**config.mk**
```make
export PLATFORM = sky130hd
export DESIGN_NAME = pwr_wake_ctrl
export DESIGN_NICKNAME = d
export VERILOG_FILES = /design/src/rtl/pwr_pkg.sv /design/src/rtl/pwr_wake_detect.sv /design/src/rtl/pwr_settle_cnt.sv /design/src/rtl/pwr_wake_ctrl.sv
export SDC_FILE = /design/constraint.sdc
export NUM_CORES = 1
export LEC_CHECK = 0
export CAP_MARGIN = 20
export CORE_MARGIN = 10
export CORE_UTILIZATION = 30
export DETAILED_ROUTE_END_ITERATION = 10
export SLEW_MARGIN = 15
export SYNTH_ARGS = -nofsm -noshare
export SYNTH_HDL_FRONTEND = slang
export SYNTH_SLANG_ARGS = --single-unit
```
**constraint.sdc**
```tcl
create_clock -name clk -period 4.05 [get_ports clk]
set_input_delay 0.405 -clock clk [delete_from_list [all_inputs] [get_ports clk]]
set_output_delay 0.405 -clock clk [all_outputs]
set_load 0.02 [all_outputs]
```
**src/rtl/pwr_pkg.sv**
```systemverilog
package pwr_pkg;
  typedef enum logic [1:0] {
    PM_RUN  = 2'd0,
    PM_IDLE = 2'd1,
    PM_PD   = 2'd2,
    PM_TPD  = 2'd3
  } pmode_t;

  function automatic logic osc_off(pmode_t m);
    return (m == PM_PD) || (m == PM_TPD);
  endfunction
endpackage

```
**src/rtl/pwr_wake_detect.sv**
```systemverilog
module pwr_wake_detect
  import pwr_pkg::*;
#(
  parameter int NSRC = 8,
  parameter int NRST = 4,
  parameter logic [NSRC-1:0] PD_MASK  = {1'b0, {(NSRC-1){1'b1}}},
  parameter logic [NSRC-1:0] TPD_MASK = {{(NSRC-2){1'b0}}, 2'b11}
) (
  input  pmode_t          cur_mode,
  input  logic [NSRC-1:0] irq_req,
  input  logic [NSRC-1:0] irq_en,
  input  logic            glob_en,
  input  logic [NRST-1:0] rst_req,
  input  logic [NRST-1:0] rst_en,
  output logic            irq_wake,
  output logic            rst_hit
);
  logic [NSRC-1:0] allow;
  logic [NSRC-1:0] live;

  // The set of sources that may wake the device depends on the mode.
  always_comb begin
    unique case (cur_mode)
      PM_IDLE: allow = '1;
      PM_PD:   allow = PD_MASK;
      PM_TPD:  allow = TPD_MASK;
      default: allow = '0;
    endcase
  end

  for (genvar i = 0; i < NSRC; i++) begin : g_src
    assign live[i] = irq_req[i] & irq_en[i] & allow[i];
  end

  assign irq_wake = glob_en & (|live);
  assign rst_hit  = |(rst_req & rst_en);
endmodule

```
**src/rtl/pwr_settle_cnt.sv**
```systemverilog
module pwr_settle_cnt #(
  parameter int W = 16
) (
  input  logic         clk,
  input  logic         rst_n,
  input  logic         load,
  input  logic [W-1:0] len,
  output logic         busy
);
  logic [W-1:0] cnt_q;

  always_ff @(posedge clk or negedge rst_n) begin
    if (!rst_n) begin
      cnt_q <= '0;
    end else if (load) begin
      cnt_q <= len;
    end else if (cnt_q != '0) begin
      cnt_q <= cnt_q - W'(1);
    end
  end

  assign busy = (cnt_q != '0);
endmodule

```
**src/rtl/pwr_wake_ctrl.sv**
```systemverilog
module pwr_wake_ctrl
  import pwr_pkg::*;
#(
  parameter int NSRC     = 8,
  parameter int NRST     = 4,
  parameter int SETTLE_W = 16,
  parameter logic [NSRC-1:0] PD_MASK  = {1'b0, {(NSRC-1){1'b1}}},
  parameter logic [NSRC-1:0] TPD_MASK = {{(NSRC-2){1'b0}}, 2'b11}
) (
  input  logic                clk,
  input  logic                rst_n,
  input  logic                mode_we,
  input  logic [1:0]          mode_wdata,
  input  logic [SETTLE_W-1:0] settle_len,
  input  logic [NSRC-1:0]     irq_req,
  input  logic [NSRC-1:0]     irq_en,
  input  logic                glob_en,
  input  logic [NRST-1:0]     rst_req,
  input  logic [NRST-1:0]     rst_en,
  output logic [1:0]          mode,
  output logic                cpu_clk_en,
  output logic                osc_en,
  output logic                wake_pulse,
  output logic                sys_rst_req
);
  pmode_t mode_q;
  logic   wake_q, rreq_q;
  logic   irq_wake, rst_hit, busy, cpu_run, leave, settle_load;

  pwr_wake_detect #(
    .NSRC(NSRC), .NRST(NRST), .PD_MASK(PD_MASK), .TPD_MASK(TPD_MASK)
  ) u_det (
    .cur_mode(mode_q), .irq_req(irq_req), .irq_en(irq_en), .glob_en(glob_en),
    .rst_req(rst_req), .rst_en(rst_en), .irq_wake(irq_wake), .rst_hit(rst_hit)
  );

  assign cpu_run     = (mode_q == PM_RUN) && !busy;
  assign leave       = (mode_q != PM_RUN) && (irq_wake || rst_hit);
  assign settle_load = leave && osc_off(mode_q);

  pwr_settle_cnt #(.W(SETTLE_W)) u_settle (
    .clk(clk), .rst_n(rst_n), .load(settle_load), .len(settle_len), .busy(busy)
  );

  always_ff @(posedge clk or negedge rst_n) begin
    if (!rst_n) begin
      mode_q <= PM_RUN;
      wake_q <= 1'b0;
      rreq_q <= 1'b0;
    end else begin
      rreq_q <= rst_hit;
      wake_q <= leave;
      if (rst_hit || leave) begin
        mode_q <= PM_RUN;
      end else if (mode_we && cpu_run) begin
        mode_q <= pmode_t'(mode_wdata);
      end
    end
  end

  assign mode        = mode_q;
  assign osc_en      = !osc_off(mode_q);
  assign cpu_clk_en  = cpu_run;
  assign wake_pulse  = wake_q;
  assign sys_rst_req = rreq_q;
endmodule

```
# == Word-level counts from Yosys, hierarchy flattened ==
# Index checks and enable logic that the tools add are counted.
# word_totals
output_inout_bits,6
register_bits,20
inputBits,46
# classes
n_eq_ne,3
mux,5
bitwise,18
n_addsub,1
n_reduce_logical,16
# ops
cell,count
two-way mux 16 bit,2
case mux 8 bit (3 select lines),1
AND 1 bit,17
nonzero test 16 bit,1
"subtractor 16 x 1 -> 16 bit, second input constant",1
OR reduction 8 bit,1
nonzero test 2 bit,3
AND 4 bit,1
"== test 2 bit, second input constant",2
logical AND 1 bit,4
two-way mux 2 bit,2
OR reduction 4 bit,1
logical OR 1 bit,3
"== test 2 x 1 -> 1 bit, second input constant",1
zero test 1 bit,2
zero test 2 bit,1

# == Logic depth before layout (Yosys ltp) ==
# Gate-level depths: netlist of the first run.
# depth
word_depth,9
ltp_mapped,8
depth_no_buf,7

# == Hierarchy ==
# A second synthesis of the first run with hierarchy kept.
# hier_totals
cells_unflattened,133
hier_area_um2,1275.0
# by_module_without_submodules
module,area_per_inst_um2,cells_each,n_inst,seq_area_each_um2
pwr_settle_cnt,1007.2,105,1,400.4
pwr_wake_ctrl,161.4,13,1,100.1
pwr_wake_detect,106.4,15,1,0.0

# == Worst setup path before layout of the first run ==
# No wires, ideal clock.
# synth_path
path_kind,reg-to-reg
startpoint,reg mode_q[0] (netlist: mode[0])
endpoint,reg u_settle.cnt_q[0]
path_buffers,1
setup_slack_ps,1707
path_stages_with_launch,9
setup_ps,125
t_arrival_ps,2218
required_time_ps,3925
path_cell_list,dfrtp_1 > inv_1 > ha_1 > nand3_1 > o211ai_1 > o21ai_0 > a211oi_2 > buf_4 > mux2_2
# synth_via
elab_chain_len,9
# synth_lines
item,line,source
"start, declared",pwr_wake_ctrl.sv:26,pmode_t mode_q;
"start signal, assigned",pwr_wake_ctrl.sv:56,mode_q <= pmode_t'(mode_wdata);
== test 2 bit / == test 2 x 1 -> 1 bit (equally long branches),"pwr_pkg.sv:10, pwr_wake_detect.sv:23",
case mux 8 bit (3 select lines),pwr_wake_detect.sv:23,unique case (cur_mode)
AND 1 bit,pwr_wake_detect.sv:32,assign live[i] = irq_req[i] & irq_en[i] & allow[i];
OR reduction 8 bit,pwr_wake_detect.sv:35,assign irq_wake = glob_en & (|live);
AND 1 bit,pwr_wake_detect.sv:35,
logical OR 1 bit,pwr_wake_ctrl.sv:38,assign leave = (mode_q != PM_RUN) && (irq_wake || rst_hit);
logical AND 1 bit,pwr_wake_ctrl.sv:38,
logical AND 1 bit (*),pwr_wake_ctrl.sv:39,assign settle_load = leave && osc_off(mode_q);
two-way mux 16 bit / nonzero test 2 bit (equally long branches),-,
"end signal, assigned",pwr_settle_cnt.sv:16,cnt_q <= len;
"end signal, assigned",pwr_settle_cnt.sv:18,cnt_q <= cnt_q - W'(1);
"end, declared",pwr_settle_cnt.sv:10,logic [W-1:0] cnt_q;
# Every way passes the cells marked *; elsewhere a longest branch is shown, timed or not.
# A chain may end at the register's enable or synchronous reset.

# == Worst setup path after layout of the first run ==
# layout_path
startpoint,reg u_settle.cnt_q[12]
endpoint,out cpu_clk_en
# layout_via
elab_chain_len,3
# layout_lines
item,line,source
nonzero test 16 bit,pwr_settle_cnt.sv:22,assign busy = (cnt_q != '0);
zero test 1 bit,pwr_wake_ctrl.sv:37,assign cpu_run = (mode_q == PM_RUN) && !busy;
logical AND 1 bit,pwr_wake_ctrl.sv:37,
"end, declared",pwr_wake_ctrl.sv:21,"output logic cpu_clk_en,"
# No other way between the ends.

==> results.txt, run 1 <==
Final net count - 240
Peak supply drop - 0.198 mV
Slew headroom - 38.7%
Reg clk slew, reported paths - 0.08 ns
Commonest non-fill, non-tap cell in the layout - clkdlybuf4s50_1
Post-synthesis cell area - 0.00134 sq mm
Post-Route WL - 3420 um
Post-Synth XOR/XNOR Area - 6.55%
Pin count of the biggest net entering global routing - 21
Overflow after GRT - 0
Slew @ Worst Pin - 0.917 ns
First-pass GRT wire length - 5840 um
PortBufs - 51
Drt wl/cell - 14.4 um
Largest cells by area after synthesis - dfrtp_1 (37%), mux2_2 (13%), ha_1 (6.6%)
Adder-cell share of the synthesized area - 6.55%
Vias per cell - 4.96
CP top delay family - simple AND/OR/NAND/NOR gates
Routed via count - 1181
Final worst slack - 0.906 ns
Area Overhead vs Synth - 45.5%
Worst Setup Start Kind - flip-flop
Die width - 86.7 um
Post-cts resize count - 0
Critical Path End Type - output port
Filler cell count - 422
Placed cells - 234
Pwr dens - 426 mW/mm^2
Leakage Power - 0.753 nW
Core Area - 0.00432 sq mm
Dpl hpwl - 2800 um
Hold buffers post-CTS - 0
Util after Layout - 45.0%
CTS root buffer - clkbuf_8
Antenna violations before repair - 0
Critical Path Slowest Stage Cell - clkdlybuf4s50_1
CP cell instances - or3_1 > nor3b_1 > and4bb_2 > and2_1 > clkdlybuf4s50_1
Post-Synthesis Cells - 134
Routability Congestion - 0.845
Via count of the first global-routing pass - 1278
Skew-Pair Late Insertion Delay - 0.26 ns
Post-synth top area share - 37.5%
Status - completed
TritonCTS clock tree - done
Final min period - 3.14 ns
Ports - 52
Max Slew Vio Count - 0
Simple-Gate Fraction of Synth Area - 20.2%
CP Data Arrival Time - 2.74 ns
CP Data Required Time - 3.64 ns
Largest family of logic cells by synthesized area - simple AND/OR/NAND/NOR gates
Synth Register Bits - 20
DRC - 0
Design Power - 0.828 mW
Non-Filler Instances - 238
Final setup viols - 0
Most frequent cells in the layout - clkdlybuf4s50_1 (51), dfrtp_1 (20), nor2_1 (16), mux2_2 (16)
Final hold viol count - 0
Hold Path Class - primary input to async pin
Post-route ant nets - 0
Synth Area in Compound Gates - 11.3%
Final Skew - 0.00921 ns
Fin crit share - 77.6%
Buffers & Inverters on Critical Path - 1
Deepest clock path buffer count - 2
Pre-CTS WS - 1.20 ns
H-tree depth - 1
Yosys cell types - 35
Syn_area_per_cell - 9.97 sq um
Overall Global Routing Usage - 9.23%
Mux cell area share after synthesis - 14.2%
Max_cap viols - 0
Initial core utilization - 30.9%
DR pass1 iterations - 4
Setup CP Type - flip-flop to output port
Sequential share of the synthesized area - 37.5%
Mapped Nets - 187
CP peak stage delay - 0.61 ns
Die H - 86.7 um
Post-CTS setup buffer count - 0
Fmax - 318 MHz
Worst-path fanout max - 20
RSZ-0062 raised after global routing - false
Synth area leader - dfrtp_1
Cts bufs inserted - 3
Yosys warning total - 0
DIE AREA - 0.00752 sq mm
Share of cells above drive strength 1 - 14.5%
Rows - 24
Clk sinks - 20
Diodes inserted - 0
Setup TNS - 0 ns
DRT iter0 DRCs - 19
## final cells by class
| class | instances | area [sq um] | share of cell area [%] |
|---|---|---|---|
| inverter | 5 | 18.8 | 0.965 |
| sequential | 20 | 500 | 25.7 |
| tap | 52 | 65.1 | 3.35 |
| clock buffer | 4 | 55.1 | 2.83 |
| multi-input combinational | 105 | 787 | 40.5 |
| timing repair buffer | 52 | 518 | 26.6 |
## cells in the mapped netlist
library cell / instances
a211oi_2: 1
o21ai_0: 3
nor3b_1: 1
or4b_2: 1
xnor2_1: 3
xor2_1: 7
o41ai_1: 1
mux2i_1: 1
a22oi_1: 5
dfrtp_1: 20
nand4_1: 5
buf_6: 1
o31ai_1: 1
nor3_1: 5
a31o_2: 2
nor2_1: 16
a21boi_0: 1
mux2_2: 16
nand2_1: 6
buf_4: 2
and4bb_2: 1
o211ai_1: 1
or4_1: 1
or3_1: 1
inv_1: 5
nand3_1: 5
clkbuf_1: 1
nand2b_1: 2
nor4_4: 1
a21oi_1: 6
a21o_1: 1
and2_1: 2
ha_1: 7
nor4b_1: 1
nand3b_1: 1
## registers in the layout, summed over array words and instances (netlist names)
name and flops:
u_settle.cnt_q 16, wake_pulse 1, mode 2, sys_rst_req 1
## routing by layer
layer | vias to the layer above | GRT usage [%] | routed length (um)
met2 | 52 | 14.7 | 1430
met4 | 0 | 1.77 | 13
met5 | - | 0 | 0
met3 | 2 | 4.03 | 361
met1 | 543 | 11.3 | 1610
li1 | 584 | - | -
## path summary, 6_finish.rpt
kind | from | end | slack (ns) | cells after the start
setup / recovery | u_settle.cnt_q[12] | cpu_clk_en | 0.91 | 5
hold / removal | rst_n | u_settle.cnt_q[15] | 0.66 | 1
setup reg to reg | u_settle.cnt_q[0] | u_settle.cnt_q[14] | 1.79 | 7
hold reg to reg | u_settle.cnt_q[14] | u_settle.cnt_q[14] | 0.68 | 3
max in group asynchronous | rst_n | u_settle.cnt_q[10] | 2.83 | 1
min in group clk | u_settle.cnt_q[14] | u_settle.cnt_q[14] | 0.68 | 3
## report_power, final
group          switching, mW  total [mW]  internal [mW]
logic                  0.127       0.313          0.186
registers             0.0895       0.364          0.275
clock network         0.0639       0.150         0.0864
## metrics by stage
stage               hold slack [ns]  instance area [sq um]
floorplan                     0.109                   1340
global placement              0.672                   1890
detailed placement            0.672                   1890
CTS                           0.689                   1940
global route                  0.717                   1940
finish                        0.660                   1940
## kinds of logic (layout without fill, tap and decap cells)
kind of cell / count (synthesis) / after routing
simple gates: 49 / 49
compound gates: 22 / 22
flops: 20 / 20
mux: 17 / 17
xor+xnor: 10 / 10
buf+inv: 9 / 61
fa+ha+maj: 7 / 7
Power figures use the tool's default switching activity.
==> inputs of run 2 (changes only) <==
clock period = 2.7 ns   (was 4.05 ns; I/O delays follow)
==> run 2 against run 1 <==
  * Cell area rose by 2.6%
  * Global-route usage rose by 0.71 points
  * Routed wire length rose by 9.0%
  * First-iteration DRC count rose by 53%
  * Sequential share of layout area fell by 0.65 points
  * Count of clock-buffer cells in the layout did not move
  * Setup slack got worse by 0.79 ns
  * Combinational power rose by 60%
  * Clock power rose by 56%
  * Flip-flop and latch count did not move
  * Final cell count rose by 2.1%
  * Via count rose by 2.4%
  * Largest power group unchanged
==> results.txt, run 2 (synthesized netlist as in run 1, its figures left out) <==
Routed via count - 1209 (+2.4%)
Peak supply drop - 0.291 mV (+47%)
Hold Path Class - primary input to async pin
Overflow after GRT - 0 (unchanged)
Core Area - 0.00432 sq mm (unchanged)
Final net count - 245 (+2.1%)
Pre-CTS WS - 0.342 ns (-0.858 ns)
Via count of the first global-routing pass - 1344 (+5.2%)
Area Overhead vs Synth - 49.3%
CP Data Required Time - 2.43 ns (-1.21 ns)
Slew headroom - 69.8% (+31 points)
Fmax - 388 MHz
Fin crit share - 95.5%
DIE AREA - 0.00752 sq mm (unchanged)
Pwr dens - 645 mW/mm^2 (+51%)
Initial core utilization - 30.9% (unchanged)
Ports - 52 (unchanged)
Critical Path End Type - output port
Max FFs per register - 16 (unchanged)
Final worst slack - 0.121 ns (-0.785 ns)
Setup TNS - 0 ns (unchanged)
RSZ-0062 raised after global routing - false
Most frequent cells in the layout - clkdlybuf4s50_1 (51), dfrtp_1 (20), nor2_1 (16), mux2_2 (16)
Post-Route WL - 3730 um (+9.0%)
Post-route ant nets - 0 (unchanged)
Commonest non-fill, non-tap cell in the layout - clkdlybuf4s50_1
Die H - 86.7 um (unchanged)
Critical Path Slowest Stage Cell - clkdlybuf4s50_1
DRC - 0 (unchanged)
Max_cap viols - 0 (unchanged)
First-pass GRT wire length - 6230 um (+6.6%)
Die width - 86.7 um (unchanged)
Drt wl/cell - 15.4 um (+6.8%)
Routability Congestion - 0.882 (+4.3%)
Antenna violations before repair - 0 (unchanged)
Skew-Pair Late Insertion Delay - 0.26 ns (about the same)
CP cell instances - or3_1 > nor3b_2 > and4bb_2 > and2_1 > clkdlybuf4s50_1
Diodes inserted - 0 (unchanged)
Cts bufs inserted - 3 (unchanged)
Status - completed
Filler cell count - 417 (-1.2%)
DRT iter0 DRCs - 29 (+10)
CP peak stage delay - 0.62 ns (about the same)
CP Data Arrival Time - 2.31 ns (-0.43 ns)
Hold slack - 0.277 ns (-0.382 ns)
PortBufs - 51 (unchanged)
Post-CTS setup buffer count - 0 (unchanged)
Worst Setup Start Kind - flip-flop
Reg clk slew, reported paths - 0.08 ns (about the same)
Vias per cell - 4.98 (+0.26%)
Deepest clock path buffer count - 2 (unchanged)
Setup CP Type - flip-flop to output port
Clk sinks - 20 (unchanged)
Final hold viol count - 0 (unchanged)
Final min period - 2.58 ns
DR pass1 iterations - 4 (unchanged)
Leakage Power - 0.783 nW (+4.0%)
H-tree depth - 1 (unchanged)
CTS root buffer - clkbuf_8
Worst-path fanout max - 3 (-85%)
Top reg by flops - u_settle.cnt_q
TritonCTS clock tree - done
Final Skew - 0.00479 ns (-0.00443 ns)
Dpl hpwl - 2960 um (+5.9%)
Rows - 24 (unchanged)
Overall Global Routing Usage - 9.94% (+0.71 points)
Max Slew Vio Count - 0 (unchanged)
Final setup viols - 0 (unchanged)
Share of cells above drive strength 1 - 17.3% (+2.8 points)
Slew @ Worst Pin - 0.450 ns (-0.467 ns)
Pin count of the biggest net entering global routing - 21 (unchanged)
run 2: changes by cell type in the layout (fill, tap and decap cells not counted), sizes merged:
cell	change
buf	+5
run 2: routing by layer:
layer  vias up  global-route usage, %  wire (um)  part of all wire, %
li1        596                      -          -                    -
met1       556                   11.7       1690                   45
met2        55                   16.4       1660                   45
met3         2                   3.85        364                  9.8
met4         0                   2.65         10                 0.27
met5         -                      0          0                    0
run 2: per-stage QoR:
| step | power [mW] | std cells | util (%) | instance area, sq um |
|---|---|---|---|---|
| 6_report | 1.29 | 243 | 46.1 | 1990 |
| 5_1_grt | 1.39 | 243 | 46.1 | 1990 |
| 4_1_cts | 1.30 | 242 | 45.7 | 1970 |
| 3_5_place_dp | 1.06 | 238 | 44.4 | 1920 |
| 3_3_place_gp | 1.04 | 238 | 44.4 | 1920 |
| 2_1_floorplan | 0.870 | 134 | - | 1340 |
run 2: final timing paths:
check	end	depth (start not counted)	slack [ns]	start
setup / recovery	cpu_clk_en	5	0.12	u_settle.cnt_q[14]
hold / removal	u_settle.cnt_q[13]	1	0.28	rst_n
setup reg to reg	u_settle.cnt_q[13]	8	0.52	mode[0]
hold reg to reg	u_settle.cnt_q[12]	2	0.69	u_settle.cnt_q[12]
max in group asynchronous	u_settle.cnt_q[7]	2	2.01	rst_n
min in group clk	mode[0]	3	0.61	mode_wdata[0]
run 2: area by class of cell:
| type | instances | area [sq um] | share of cell area [%] |
|---|---|---|---|
| flip-flops and latches | 20 | 500 | 25.1 |
| inverters | 5 | 18.8 | 0.941 |
| repair buffers | 57 | 563 | 28.2 |
| well taps | 52 | 65.1 | 3.26 |
| multi-input cells | 105 | 792 | 39.7 |
| clock buffers | 4 | 55.1 | 2.76 |
run 2: timing repair:
item | CTS | global route
hold buffers | 0 | 0
resized for setup | 0 | 1
endpoints found under the setup margin | 0 | 1
run 2: worst max-delay path: cells and delay by family, from the launching register on:
kind | cells | cell delay (ns)
buffers and inverters | 1 | 0.62
AND/OR/NAND/NOR | 4 | 1.03
flip-flops | 1 | 0.40
run 2: power by group:
part	leakage, nW	internal (mW)	switching, mW
Sequential	0.245	0.412	0.139
Combinational	0.509	0.301	0.201
Clock	0.0288	0.130	0.104
